### src/rtl/evt_chan_pkg.sv
package evt_chan_pkg;
  localparam int unsigned LINES_DEF = 32;
  localparam logic [31:0] CAP_WR_DEF  = 32'h000F_DEFA;
  localparam logic [31:0] CAP_RST_DEF = 32'h000F_DEFA;
  localparam int unsigned RT_LSB   = 9;
  localparam int unsigned IEN_BIT  = 2;
  localparam int unsigned TYPE_BIT = 1;
endpackage

### src/rtl/evt_cap_mask.sv
module evt_cap_mask #(
  parameter int unsigned LINES   = 32,
  parameter logic [LINES-1:0] WR_MASK = '0,
  parameter logic [LINES-1:0] RST_VAL = '0
) (
  input  logic             clk_i,
  input  logic             rst_ni,
  input  logic             wr_i,
  input  logic [LINES-1:0] wdata_i,
  output logic [LINES-1:0] mask_o,
  output logic [LINES-1:0] mask_next_o
);
  for (genvar i = 0; i < LINES; i++) begin : g_bit
    if (WR_MASK[i]) begin : g_once
      logic bit_q, done_q, bit_d;
      assign bit_d = (wr_i && !done_q) ? wdata_i[i] : bit_q;
      always_ff @(posedge clk_i or negedge rst_ni) begin
        if (!rst_ni) begin
          bit_q  <= RST_VAL[i];
          done_q <= 1'b0;
        end else begin
          bit_q <= bit_d;
          if (wr_i) done_q <= 1'b1;
        end
      end
      assign mask_o[i]      = bit_q;
      assign mask_next_o[i] = bit_d;
    end else begin : g_fixed
      logic unused_bit;
      assign unused_bit     = wdata_i[i];
      assign mask_o[i]      = 1'b0;
      assign mask_next_o[i] = 1'b0;
    end
  end
endmodule

### src/rtl/evt_route_fix.sv
module evt_route_fix #(
  parameter int unsigned LINES = 32,
  localparam int unsigned RT_W = $clog2(LINES)
) (
  input  logic [LINES-1:0] mask_i,
  input  logic [RT_W-1:0]  req_i,
  output logic [RT_W-1:0]  route_o
);
  logic [RT_W-1:0] top_line;
  always_comb begin
    top_line = '0;
    for (int i = 0; i < LINES; i++) begin
      if (mask_i[i]) top_line = RT_W'(i);
    end
  end
  // keep legal request, else fall back to highest allowed line (0 when none)
  assign route_o = mask_i[req_i] ? req_i : top_line;
endmodule

### src/rtl/evt_irq_gen.sv
module evt_irq_gen #(
  parameter int unsigned LINES = 32,
  localparam int unsigned RT_W = $clog2(LINES)
) (
  input  logic             clk_i,
  input  logic             rst_ni,
  input  logic             timeout_i,
  input  logic             clr_i,
  input  logic             legacy_i,
  input  logic             ien_i,
  input  logic             level_i,
  input  logic [RT_W-1:0]  route_i,
  input  logic [LINES-1:0] mask_i,
  output logic [LINES-1:0] irq_o
);
  logic             lvl_q, lvl_d, edge_fire, fire_any;
  logic [LINES-1:0] irq_q, irq_d;

  // new timeout wins over a clear in the same cycle
  assign lvl_d     = (timeout_i & ien_i & level_i) | (lvl_q & ~clr_i);
  assign edge_fire = timeout_i & ien_i & ~level_i;
  assign fire_any  = (edge_fire | lvl_d) & mask_i[route_i] & ~legacy_i;
  assign irq_d     = fire_any ? (LINES'(1) << route_i) : '0;

  always_ff @(posedge clk_i or negedge rst_ni) begin
    if (!rst_ni) begin
      lvl_q <= 1'b0;
      irq_q <= '0;
    end else begin
      lvl_q <= lvl_d;
      irq_q <= irq_d;
    end
  end

  assign irq_o = irq_q;
endmodule

### src/rtl/evt_chan_cfg.sv
module evt_chan_cfg
  import evt_chan_pkg::*;
#(
  parameter int unsigned LINES = LINES_DEF,
  parameter logic [LINES-1:0] CAP_WR  = CAP_WR_DEF,
  parameter logic [LINES-1:0] CAP_RST = CAP_RST_DEF,
  localparam int unsigned DW   = 2 * LINES,
  localparam int unsigned RT_W = $clog2(LINES)
) (
  input  logic             clk_i,
  input  logic             rst_ni,
  input  logic             wr_en_i,
  input  logic [DW-1:0]    wdata_i,
  output logic [DW-1:0]    rdata_o,
  input  logic             timeout_i,
  input  logic             sts_clr_i,
  input  logic             legacy_en_i,
  output logic [LINES-1:0] irq_o
);
  logic [LINES-1:0] mask_q, mask_next;
  logic [RT_W-1:0]  route_q, route_fixed;
  logic             ien_q, type_q;

  evt_cap_mask #(.LINES(LINES), .WR_MASK(CAP_WR), .RST_VAL(CAP_RST)) u_mask (
    .clk_i       (clk_i),
    .rst_ni      (rst_ni),
    .wr_i        (wr_en_i),
    .wdata_i     (wdata_i[DW-1:LINES]),
    .mask_o      (mask_q),
    .mask_next_o (mask_next)
  );

  evt_route_fix #(.LINES(LINES)) u_fix (
    .mask_i  (mask_next),
    .req_i   (wdata_i[RT_LSB +: RT_W]),
    .route_o (route_fixed)
  );

  always_ff @(posedge clk_i or negedge rst_ni) begin
    if (!rst_ni) begin
      route_q <= '0;
      ien_q   <= 1'b0;
      type_q  <= 1'b0;
    end else if (wr_en_i) begin
      route_q <= route_fixed;
      ien_q   <= wdata_i[IEN_BIT];
      type_q  <= wdata_i[TYPE_BIT];
    end
  end

  logic unused_wd;
  assign unused_wd = ^{wdata_i[LINES-1:RT_LSB+RT_W], wdata_i[RT_LSB-1:IEN_BIT+1], wdata_i[0]};

  always_comb begin
    rdata_o                    = '0;
    rdata_o[DW-1:LINES]        = mask_q;
    rdata_o[RT_LSB +: RT_W]    = route_q;
    rdata_o[IEN_BIT]           = ien_q;
    rdata_o[TYPE_BIT]          = type_q;
  end

  evt_irq_gen #(.LINES(LINES)) u_irq (
    .clk_i     (clk_i),
    .rst_ni    (rst_ni),
    .timeout_i (timeout_i),
    .clr_i     (sts_clr_i),
    .legacy_i  (legacy_en_i),
    .ien_i     (ien_q),
    .level_i   (type_q),
    .route_i   (route_q),
    .mask_i    (mask_q),
    .irq_o     (irq_o)
  );
endmodule

### config.mk
export PLATFORM = sky130hd
export DESIGN_NAME = evt_chan_cfg
export DESIGN_NICKNAME = d
export VERILOG_FILES = /design/src/rtl/evt_chan_pkg.sv /design/src/rtl/evt_cap_mask.sv /design/src/rtl/evt_route_fix.sv /design/src/rtl/evt_irq_gen.sv /design/src/rtl/evt_chan_cfg.sv
export SDC_FILE = /design/constraint.sdc
export NUM_CORES = 1
export LEC_CHECK = 0
export BUFFER_PORTS_ARGS = -buffer_cell sky130_fd_sc_hd__buf_2
export CAP_MARGIN = 20
export CORE_UTILIZATION = 45
export CTS_CLUSTER_SIZE = 24
export DETAILED_ROUTE_END_ITERATION = 8
export PLACE_DENSITY = 0.8
export REMOVE_ABC_BUFFERS = 1
export SYNTH_ARGS = -nofsm -noshare
export SYNTH_HDL_FRONTEND = slang
export SYNTH_SLANG_ARGS = --single-unit
### constraint.sdc
create_clock -name clk_i -period 2.75 [get_ports clk_i]
set_clock_uncertainty 0.2 [all_clocks]
set_input_delay 0.4125 -clock clk_i [delete_from_list [all_inputs] [get_ports clk_i]]
set_output_delay 0.4125 -clock clk_i [all_outputs]
set_load 0.1 [all_outputs]
# Word-level counts from Yosys, hierarchy flattened
# Cells that the tools add are included.
[totals]
inputBits = 70
output_inout_bits = 96
register_bits = 57
[classes]
order_cmp = 2
reduce_logical = 2
n_shift = 1
mux = 38
bitwise = 11
[ops]
columns = ["cell", "n"]
rows = [
  ["two-way mux 32 bit", 1],
  ["left shift 1 x 5 -> 32 bit, first input constant", 1],
  ["two-way mux 5 bit", 5],
  ["two-way mux 4 bit", 6],
  ["two-way mux 1 bit", 19],
  ["less-than comparator 5 x 6 -> 1 bit, second input constant", 2],
  ["two-way mux 3 bit", 4],
  ["binary-select mux 1 bit (select 5 bit)", 2],
  ["AND 1 bit", 6],
  ["NOT 1 bit", 3],
  ["two-way mux 2 bit", 1],
  ["OR 1 bit", 2],
  ["logical AND 1 bit", 1],
  ["zero test 1 bit", 1],
]

# Longest topological paths before layout
# Gate-level depths: netlist of run 1.
[logic_depth]
depth_word = 20
depth_mapped = 10
depth_no_buf = 8

# Cells and area by module
# A second synthesis of run 1 with hierarchy kept.
[unflattened]
cells_unflattened = 353
hier_area_um2 = 3843.7
[by_module_without_submodules]
columns = ["mod", "cells_each", "area_each_um2", "seq_area_each_um2", "n_inst"]
rows = [
  ["evt_irq_gen", 115, 1368.8, 825.8, 1],
  ["evt_cap_mask", 102, 1198.6, 445.4, 1],
  ["evt_route_fix", 93, 778.2, 0.0, 1],
  ["evt_chan_cfg", 43, 498.0, 175.2, 1],
]

# Worst setup path before layout of run 1
# No wires, ideal clock.
[synth_timing]
kind = "flip-flop to flip-flop"
from = "reg route_q[1]"
to = "reg u_irq.irq_q[1], in the netlist u_irq.irq_o[1]"
stages_incl_launch_ff = 8
required_time_ns = 2.430
path_slack_ns = 0.273
setup_ns = 0.120
arrival_time_ns = 2.157
path_cell_list = "dfrtp_1 -> clkbuf_1 -> mux2_2 -> a21o_1 -> nand2_1 -> o21ai_0 -> and2_1 -> nor2b_1"
[synth_via]
elab_chain_len = 5
[synth_rtl]
columns = ["element", "line_no", "rtl"]
rows = [
  ["start: declaration", "evt_chan_cfg.sv:21", "logic [RT_W-1:0] route_q, route_fixed;"],
  ["start signal: assignment", "evt_chan_cfg.sv:45", "route_q <= route_fixed;"],
  ["binary-select mux 1 bit (select 5 bit)", "evt_irq_gen.sv:22", "assign fire_any = (edge_fire | lvl_d) & mask_i[route_i] & ~legacy_i;"],
  ["two-way mux 1 bit (not written as such)", "evt_irq_gen.sv:22", ""],
  ["AND 1 bit (2 in series)", "evt_irq_gen.sv:22", ""],
  ["two-way mux 32 bit *", "evt_irq_gen.sv:23", "assign irq_d = fire_any ? (LINES'(1) << route_i) : '0;"],
  ["net u_irq.irq_d[1]", "evt_irq_gen.sv:17", "logic [LINES-1:0] irq_q, irq_d;"],
  ["end signal: assignment", "evt_irq_gen.sv:31", "irq_q <= irq_d;"],
  ["end: declaration", "evt_irq_gen.sv:17", ""],
]
# Mark *: on every way through the listed nets, which the timed path passes. The rest lies on a longest branch. The select of a mux whose other input is x is not followed.
# A chain may end at the register's enable or synchronous reset.

# Final worst setup path of run 1
[layout_timing]
from = "reg u_mask.g_bit[1].g_once.done_q"
to = "reg route_q[2]"
[layout_lines]
columns = ["element", "line_no", "rtl"]
rows = [
  ["start: declaration", "evt_cap_mask.sv:15", "logic bit_q, done_q, bit_d;"],
  ["start signal: assignment", "evt_cap_mask.sv:20", "done_q <= 1'b0;"],
  ["start signal: assignment", "evt_cap_mask.sv:23", "if (wr_i) done_q <= 1'b1;"],
  ["zero test 1 bit *", "-", ""],
  ["logical AND 1 bit *", "-", ""],
  ["two-way mux 1 bit *", "-", ""],
  ["net u_mask.g_bit[12].g_once.bit_d", "evt_cap_mask.sv:15", ""],
  ["two-way mux 4 bit (3 in series)", "-", ""],
  ["two-way mux 5 bit (4 in series)", "-", ""],
  ["two-way mux 5 bit *", "evt_route_fix.sv:17", "assign route_o = mask_i[req_i] ? req_i : top_line;"],
]
# Marks and branches as above.

==> impl_results.md, run 1 <==
- Total Power Consumption: 2.863 mW
- Clock period minus worst slack: between 2 and 3 ns
- Synth Warn #: 0
- DR pass1 iterations: 9
- Avg WL per Cell: approximately 14 um
- HP Start: wdata_i[51]
- Final period util: 0.9133
- RSZ-0062 raised after global routing: false
- Number of synthesized register bits: 57
- Maxcap violations: 0
- Post-synth EDFFs: 0
- Yosys cell types: 46
- Row count: 29
- Worst Setup Slack, final: around 0.24 ns
- Setup slack on the worst flop-to-flop path: 0.24 ns
- Slew HR: 0.6472
- Worst Path Arrival: approximately 2.5 ns
- R2R Path End: route_q[2]$_DFFE_PN0P_
- Max Fclk: approximately 400 MHz
- Violated checks: design-rule violations
- CTS Buffer Depth: 2
- Clk pin slew, worst setup/hold paths: roughly 0.07 ns
- Power Density: 799.5 nW/um^2
- GRT Util Overall: 0.1817
- Synth top cells by count: buf_4 (60), dfrtp_1 (41), nand2_1 (25)
- Most frequent CP cell: mux2i_1
- Vias in the first global route: around 2100
- RR Startpoint: u_mask.g_bit[1].g_once.done_q$_DFFE_PN0P_
- Crit-path max cell delay: 0.42 ns
- CP Cell Sequence: nor2b_4 > buf_4 > mux2_2 > mux2i_1 > o21ai_0 > o211ai_2 > mux2i_1 > a21oi_1
- Most used DFF post-synth: dfrtp_1
- Initial antenna violation count: 0
- Slew at the pin closest to its max-slew limit: about 0.53 ns
- Crit Path Max Fanout: 7
- Hold buffer count at cts: 1
- Total Wirelength: about 6.3 mm
- PortBufs: 83
- Startpoint Class: flip-flop
- Post-synth top area cell: dfrtp_1
- Crit. End Element: flip-flop
- Total negative slack: 0 ns
- Post-CTS Setup Bufs: 0
- Sequential fraction of the synthesis area: 0.4711
- Die ar.: 7157 sq um
- Initial Utilization: 0.4754
- Final setup viols: 0
- Layout cells sized above 1: 0.3798
- FF-to-FF path depth: 8
- CP max stage cell: dfrtp_1
- Core Area: about 6500 sq um
- Placement Setup Slack: roughly 0.14 ns
- Worst Hold Path Cells: 3
- N_diodes: 0
- First-pass GRT wire length: 10.11 mm
- Hold Vio Cnt, Final: 0
- Top cells by area, synth: dfrtp_1 (33%), buf_4 (15%), dfstp_2 (14%)
- Layout area overhead: 16.63%
- Kind of critical path: reg2reg
- DP Wirelength: around 4.7 mm
- CTS Buf Count: 9
- Peak supply drop: about 0.36 mV
- Post-route ant nets: 0
- Detailed router's first-iteration violation count: just under 100
- Leakage: around 1.8 nW
- Die width: between 80 and 90 um
- Gp weighted congestion: roughly 0.87
- Asr flop ratio synth: 1.000
- Buf+Inv Stages, Crit Path: 1
- Fin nets: 452
- Cts repair resizes: 0
- Delay-heaviest family, CP: multiplexers
- Count leader, synth: buf_4
- Mapped Area: ~3100 sq um
- Slew Viols, Final: 0
- CTS Sinks: 57
- Worst-skew pair later-pin latency: roughly 0.33 ns
- Clock Tree Root: clkbuf_8
- Top-Level Pins: 166
- Min-Delay Path Class: in2reg
- CTS tree: yes
- Overflow after GRT: 0
- DR DRC count: 8
- CP required: around 2.8 ns
- Synthesized area per cell: 10.52 sq um
- Status: finished with violations
- Die Ht: 84.60 um
- Vias: between 2000 and 2500
- Min-Delay Endpoint: u_mask.g_bit[19].g_once.bit_q$_DFF_PN1_
- Max H-tree Level: 3
- Share of Yosys cell area claimed by the top area cell type: 0.3341
- Vias/cell: between 4 and 5
- Post-Synthesis Cells: ~300
- Largest net degree at the start of global routing: 24
[report_power, final]
| group | switching [mW] | total [mW] | internal (mW) |
|---|---|---|---|
| Combinational | 0.856 | 1.04 | 0.185 |
| Sequential | 0.0778 | 0.997 | 0.919 |
| Clock | 0.335 | 0.826 | 0.491 |
[stage by stage]
step	instances	cell area, sq um	utilization	hold WS (ns)
floorplan	278	2776	-	-0.08309
global placement	447	3356	0.5196	0.1838
detailed placement	447	3356	0.5196	0.1962
CTS	464	3581	0.5544	0.08537
global route	464	3581	0.5544	0.1077
finish	464	3581	0.5544	0.08829
[placed cells by master (no fill, tap or decap), types with 2 or more instances in the layout]
master | Yosys | routed
dfrtp_1 | 41 | 41
mux4_2 | 5 | 5
mux2_2 | 11 | 11
a31oi_1 | 2 | 2
a21o_1 | 3 | 3
nand3b_1 | 2 | 2
nor2b_1 | 7 | 7
o31ai_1 | 3 | 3
or3_1 | 7 | 7
nand3_1 | 5 | 5
clkinvlp_4 | 0 | 2
inv_1 | 6 | 6
o21ai_0 | 6 | 6
nand2_1 | 25 | 25
buf_4 | 60 | 9
mux2i_1 | 10 | 10
nand4_1 | 4 | 4
and2_1 | 3 | 3
nor2_1 | 23 | 23
nor3_1 | 7 | 7
nor3b_1 | 2 | 2
o21bai_1 | 2 | 2
a21oi_1 | 6 | 6
clkbuf_8 | 0 | 12
nand2b_1 | 7 | 7
conb_1 | 1 | 57
buf_2 | 1 | 83
dfstp_2 | 16 | 16
[tightest hold or removal path, stage by stage]
cell and delay, ns:
buf_2 0.12, nand2_1 0.05, nand2_1 0.04
[metal layers]
metal  track usage  routed length (um)  up-vias
met5             0                   0        -
met1        0.2414                2821     1112
met3       0.03343                 427        8
met2        0.2905                3007      107
li1              -                   -     1065
met4       0.08320                  70        0
[registers in the layout (all words and copies together), names as in the netlist]
name                        flops
u_irq.lvl_q                     1
u_mask.g_bit.g_once.done_q      1
u_irq.irq_o                    32
u_mask.g_bit.g_once.bit_q      16
route_q                         5
type_q                          1
ien_q                           1
[worst max path at each step]
stage	depth (start not counted)	to	from	slack, ns
after CTS	8	route_q[1]$_DFFE_PN0P_	u_mask.g_bit[1].g_once.done_q$_DFFE_PN0P_	0.27
after detailed placement	9	route_q[1]$_DFFE_PN0P_	wr_en_i	0.14
after global routing	8	route_q[2]$_DFFE_PN0P_	u_mask.g_bit[1].g_once.done_q$_DFFE_PN0P_	0.13
final	8	route_q[2]$_DFFE_PN0P_	u_mask.g_bit[1].g_once.done_q$_DFFE_PN0P_	0.24
after global placement	9	route_q[2]$_DFFE_PN0P_	wr_en_i	0.19
after floorplan	8	route_q[1]$_DFFE_PN0P_	wr_en_i	0.17
[cell families after synthesis]
group / share of synthesized area
AND/OR/NAND/NOR: 0.1573
buffers and inverters: 0.1716
flip-flops: 0.4711
AO/OA/AOI/OAI: 0.08435
multiplexers: 0.1145
other: 0.001221
[final cells by class]
| class | instances | area [sq um] |
|---|---|---|
| tap | 77 | 96.34 |
| sequential | 57 | 1446 |
| inverter | 6 | 22.52 |
| multi-input combinational | 215 | 1308 |
| clock inverter | 4 | 50.05 |
| timing repair buffer | 93 | 493.0 |
| clock buffer | 12 | 165.2 |
| fill | 607 | 2878 |
Note: power is estimated with default switching activity, not from simulation.
==> run 2: changes to the inputs <==
- REMOVE_ABC_BUFFERS: 1 -> default
==> run 2 against run 1 <==
Net effect:
- the run still ends with design-rule violations left
- sequential share of layout area grew 0.59 points
- utilization shrank 0.79 points
- non-clock buffer count is 4 lower
- largest cell class unchanged
- first-iteration DRC count increased by 1.0%
- count of clock-buffer cells in the layout shrank 1
- die area unchanged
- cell count shrank 0.86%
- cell area decreased by 1.4%
- total power fell by 2.1%
- register-to-register slack about the same
- clock power fell by 6.2%
==> impl_results.md, run 2 (synthesis results as in run 1) <==
- Status: finished with violations
- Violated checks: design-rule violations
- PortBufs: 83 (unchanged)
- Vias: 2236 (-2.4%)
- Avg WL per Cell: 13.63 um (about the same)
- Most frequent cells in the layout: buf_2 (83), conb_1 (57), dfrtp_1 (41)
- Multi-input logic area: 1308 sq um (unchanged)
- Total negative slack: 0 ns (unchanged)
- Kind of critical path: reg2reg
- Final setup viols: 0 (unchanged)
- Post-route ant nets: 0 (unchanged)
- Filler cells: 596 (-1.8%)
- Register area: 1446 sq um (unchanged)
- Most common cell after layout, fill and taps aside: buf_2
- Clock Tree Root: clkbuf_8
- Power Density: 793.7 nW/um^2 (-0.72%)
- Slew at the pin closest to its max-slew limit: 0.6875 ns (+0.1584 ns)
- Fin nets: 448 (-0.88%)
- Max H-tree Level: 3 (unchanged)
- Initial antenna violation count: 0 (unchanged)
- Die width: 84.60 um (unchanged)
- Layout area overhead: 14.96%
- Row count: 29 (unchanged)
- Min-Delay Path Class: in2async
- DP Wirelength: 4.699 mm (-0.31%)
- Maxcap violations: 0 (unchanged)
- CTS tree: yes
- First-pass GRT wire length: 10.20 mm (+0.89%)
- CTS Buf Count: 9 (unchanged)
- Clock period minus worst slack: 2.522 ns (+0.01052 ns)
- Startpoint Class: flip-flop
- CP required: 2.78 ns (+0.02 ns)
- Hold buffer count at cts: 0 (-1)
- DR DRC count: 10 (+2)
- RR Startpoint: u_mask.g_bit[1].g_once.done_q$_DFFE_PN0P_
- Detailed router's first-iteration violation count: 99 (+1.0%)
- Die Ht: 84.60 um (unchanged)
- Leakage: 1.786 nW (-1.5%)
- Largest net degree at the start of global routing: 58 (+140%)
- Crit. End Element: flip-flop
- CTS Buffer Depth: 2 (unchanged)
- Vias in the first global route: 2095 (+0.096%)
- Crit Path Max Fanout: 7 (unchanged)
- Worst-skew pair later-pin latency: 0.34 ns (about the same)
- Worst Path Arrival: 2.55 ns (+0.03 ns)
- Max Fclk: 396.5 MHz (-0.42%)
- Overflow after GRT: 0 (unchanged)
- Die ar.: 7157 sq um (unchanged)
- Slew HR: 0.5416 (-0.1056)
- Fin util: 0.5465 (-0.007942)
- Final period util: 0.9172 (+0.003824)
- Initial Utilization: 0.4754 (unchanged)
- CP startpoint: u_mask.g_bit[1].g_once.done_q$_DFFE_PN0P_
- Core Area: 6459 sq um (unchanged)
- Total Wirelength: 6.272 mm (-0.85%)
- Vias/cell: 4.861 (-1.6%)
- Post-CTS Setup Bufs: 0 (unchanged)
- CTS Sinks: 57 (unchanged)
- DR pass1 iterations: 7 (-2)
- Slew Viols, Final: 0 (unchanged)
- Cts repair resizes: 0 (unchanged)
- Max reg flops: 32 (unchanged)
- N_diodes: 0 (unchanged)
- RSZ-0062 raised after global routing: false
- GRT Util Overall: 0.1883 (+0.006511)
- Peak supply drop: 0.2797 mV (-22%)
- Layout cells sized above 1: 0.3734 (-0.006477)
- Hold Vio Cnt, Final: 0 (unchanged)
- Clk pin slew, worst setup/hold paths: 0.07 ns (about the same)
- Top-Level Pins: 166 (unchanged)
- Gp weighted congestion: 0.8539 (-1.6%)
[run 2: metrics by stage]
step | total power [mW] | area (sq um) | instances | hold slack [ns] | worst slack (ns)
after floorplan | 1.965 | 3281 | 348 | -0.08309 | 0.2732
after global placement | 2.023 | 3333 | 444 | 0.2567 | 0.1570
after detailed placement | 2.041 | 3333 | 444 | 0.2761 | 0.1138
after CTS | 2.827 | 3530 | 460 | 0.02756 | 0.2165
after global routing | 2.927 | 3530 | 460 | 0.05962 | 0.08723
final | 2.801 | 3530 | 460 | 0.01546 | 0.2278
[run 2: worst max-delay path: stages (launching register included)]
cell	delay [ns]
dfrtp_1	0.41
nor2b_4	0.26
mux2i_1	0.29
inv_1	0.10
o221a_1	0.25
a2111o_1	0.40
o211ai_2	0.15
nand4_1	0.13
a31o_1	0.23
[run 2: layout make-up]
| type | instances | share of cell area |
|---|---|---|
| flip-flops and latches | 57 | 0.4098 |
| multi-input cells | 215 | 0.3704 |
| repair buffers | 89 | 0.1305 |
| clock buffers | 11 | 0.04006 |
| well taps | 77 | 0.02730 |
| clock inverters | 5 | 0.01560 |
| inverters | 6 | 0.006381 |
[run 2: final timing paths]
check                                                     endpoint  slack, ns  cells past startpoint
setup / recovery                            route_q[1]$_DFFE_PN0P_       0.23                      8
hold / removal                              route_q[1]$_DFFE_PN0P_       0.02                      2
setup reg to reg                            route_q[1]$_DFFE_PN0P_       0.23                      8
hold reg to reg                              u_irq.lvl_q$_DFF_PN0_       0.28                      2
max in group asynchronous                u_irq.irq_o[20]$_DFF_PN0_       1.89                      2
min in group clk_i         u_mask.g_bit[19].g_once.bit_q$_DFF_PN1_       0.08                      3
[run 2: where the power goes]
part	internal [mW]	switching, mW	total (mW)	leakage (nW)
Combinational	0.178	0.848	1.03	1.01
Clock	0.439	0.335	0.775	0.0953
Sequential	0.919	0.0820	1.00	0.681
[run 2: per-layer routing]
metal,global-route usage,up-vias,part of all wire
li1,-,1053,-
met1,0.2425,1068,0.42
met2,0.2934,108,0.49
met3,0.06293,7,0.080
met4,0.07550,0,0.011
met5,0,-,0
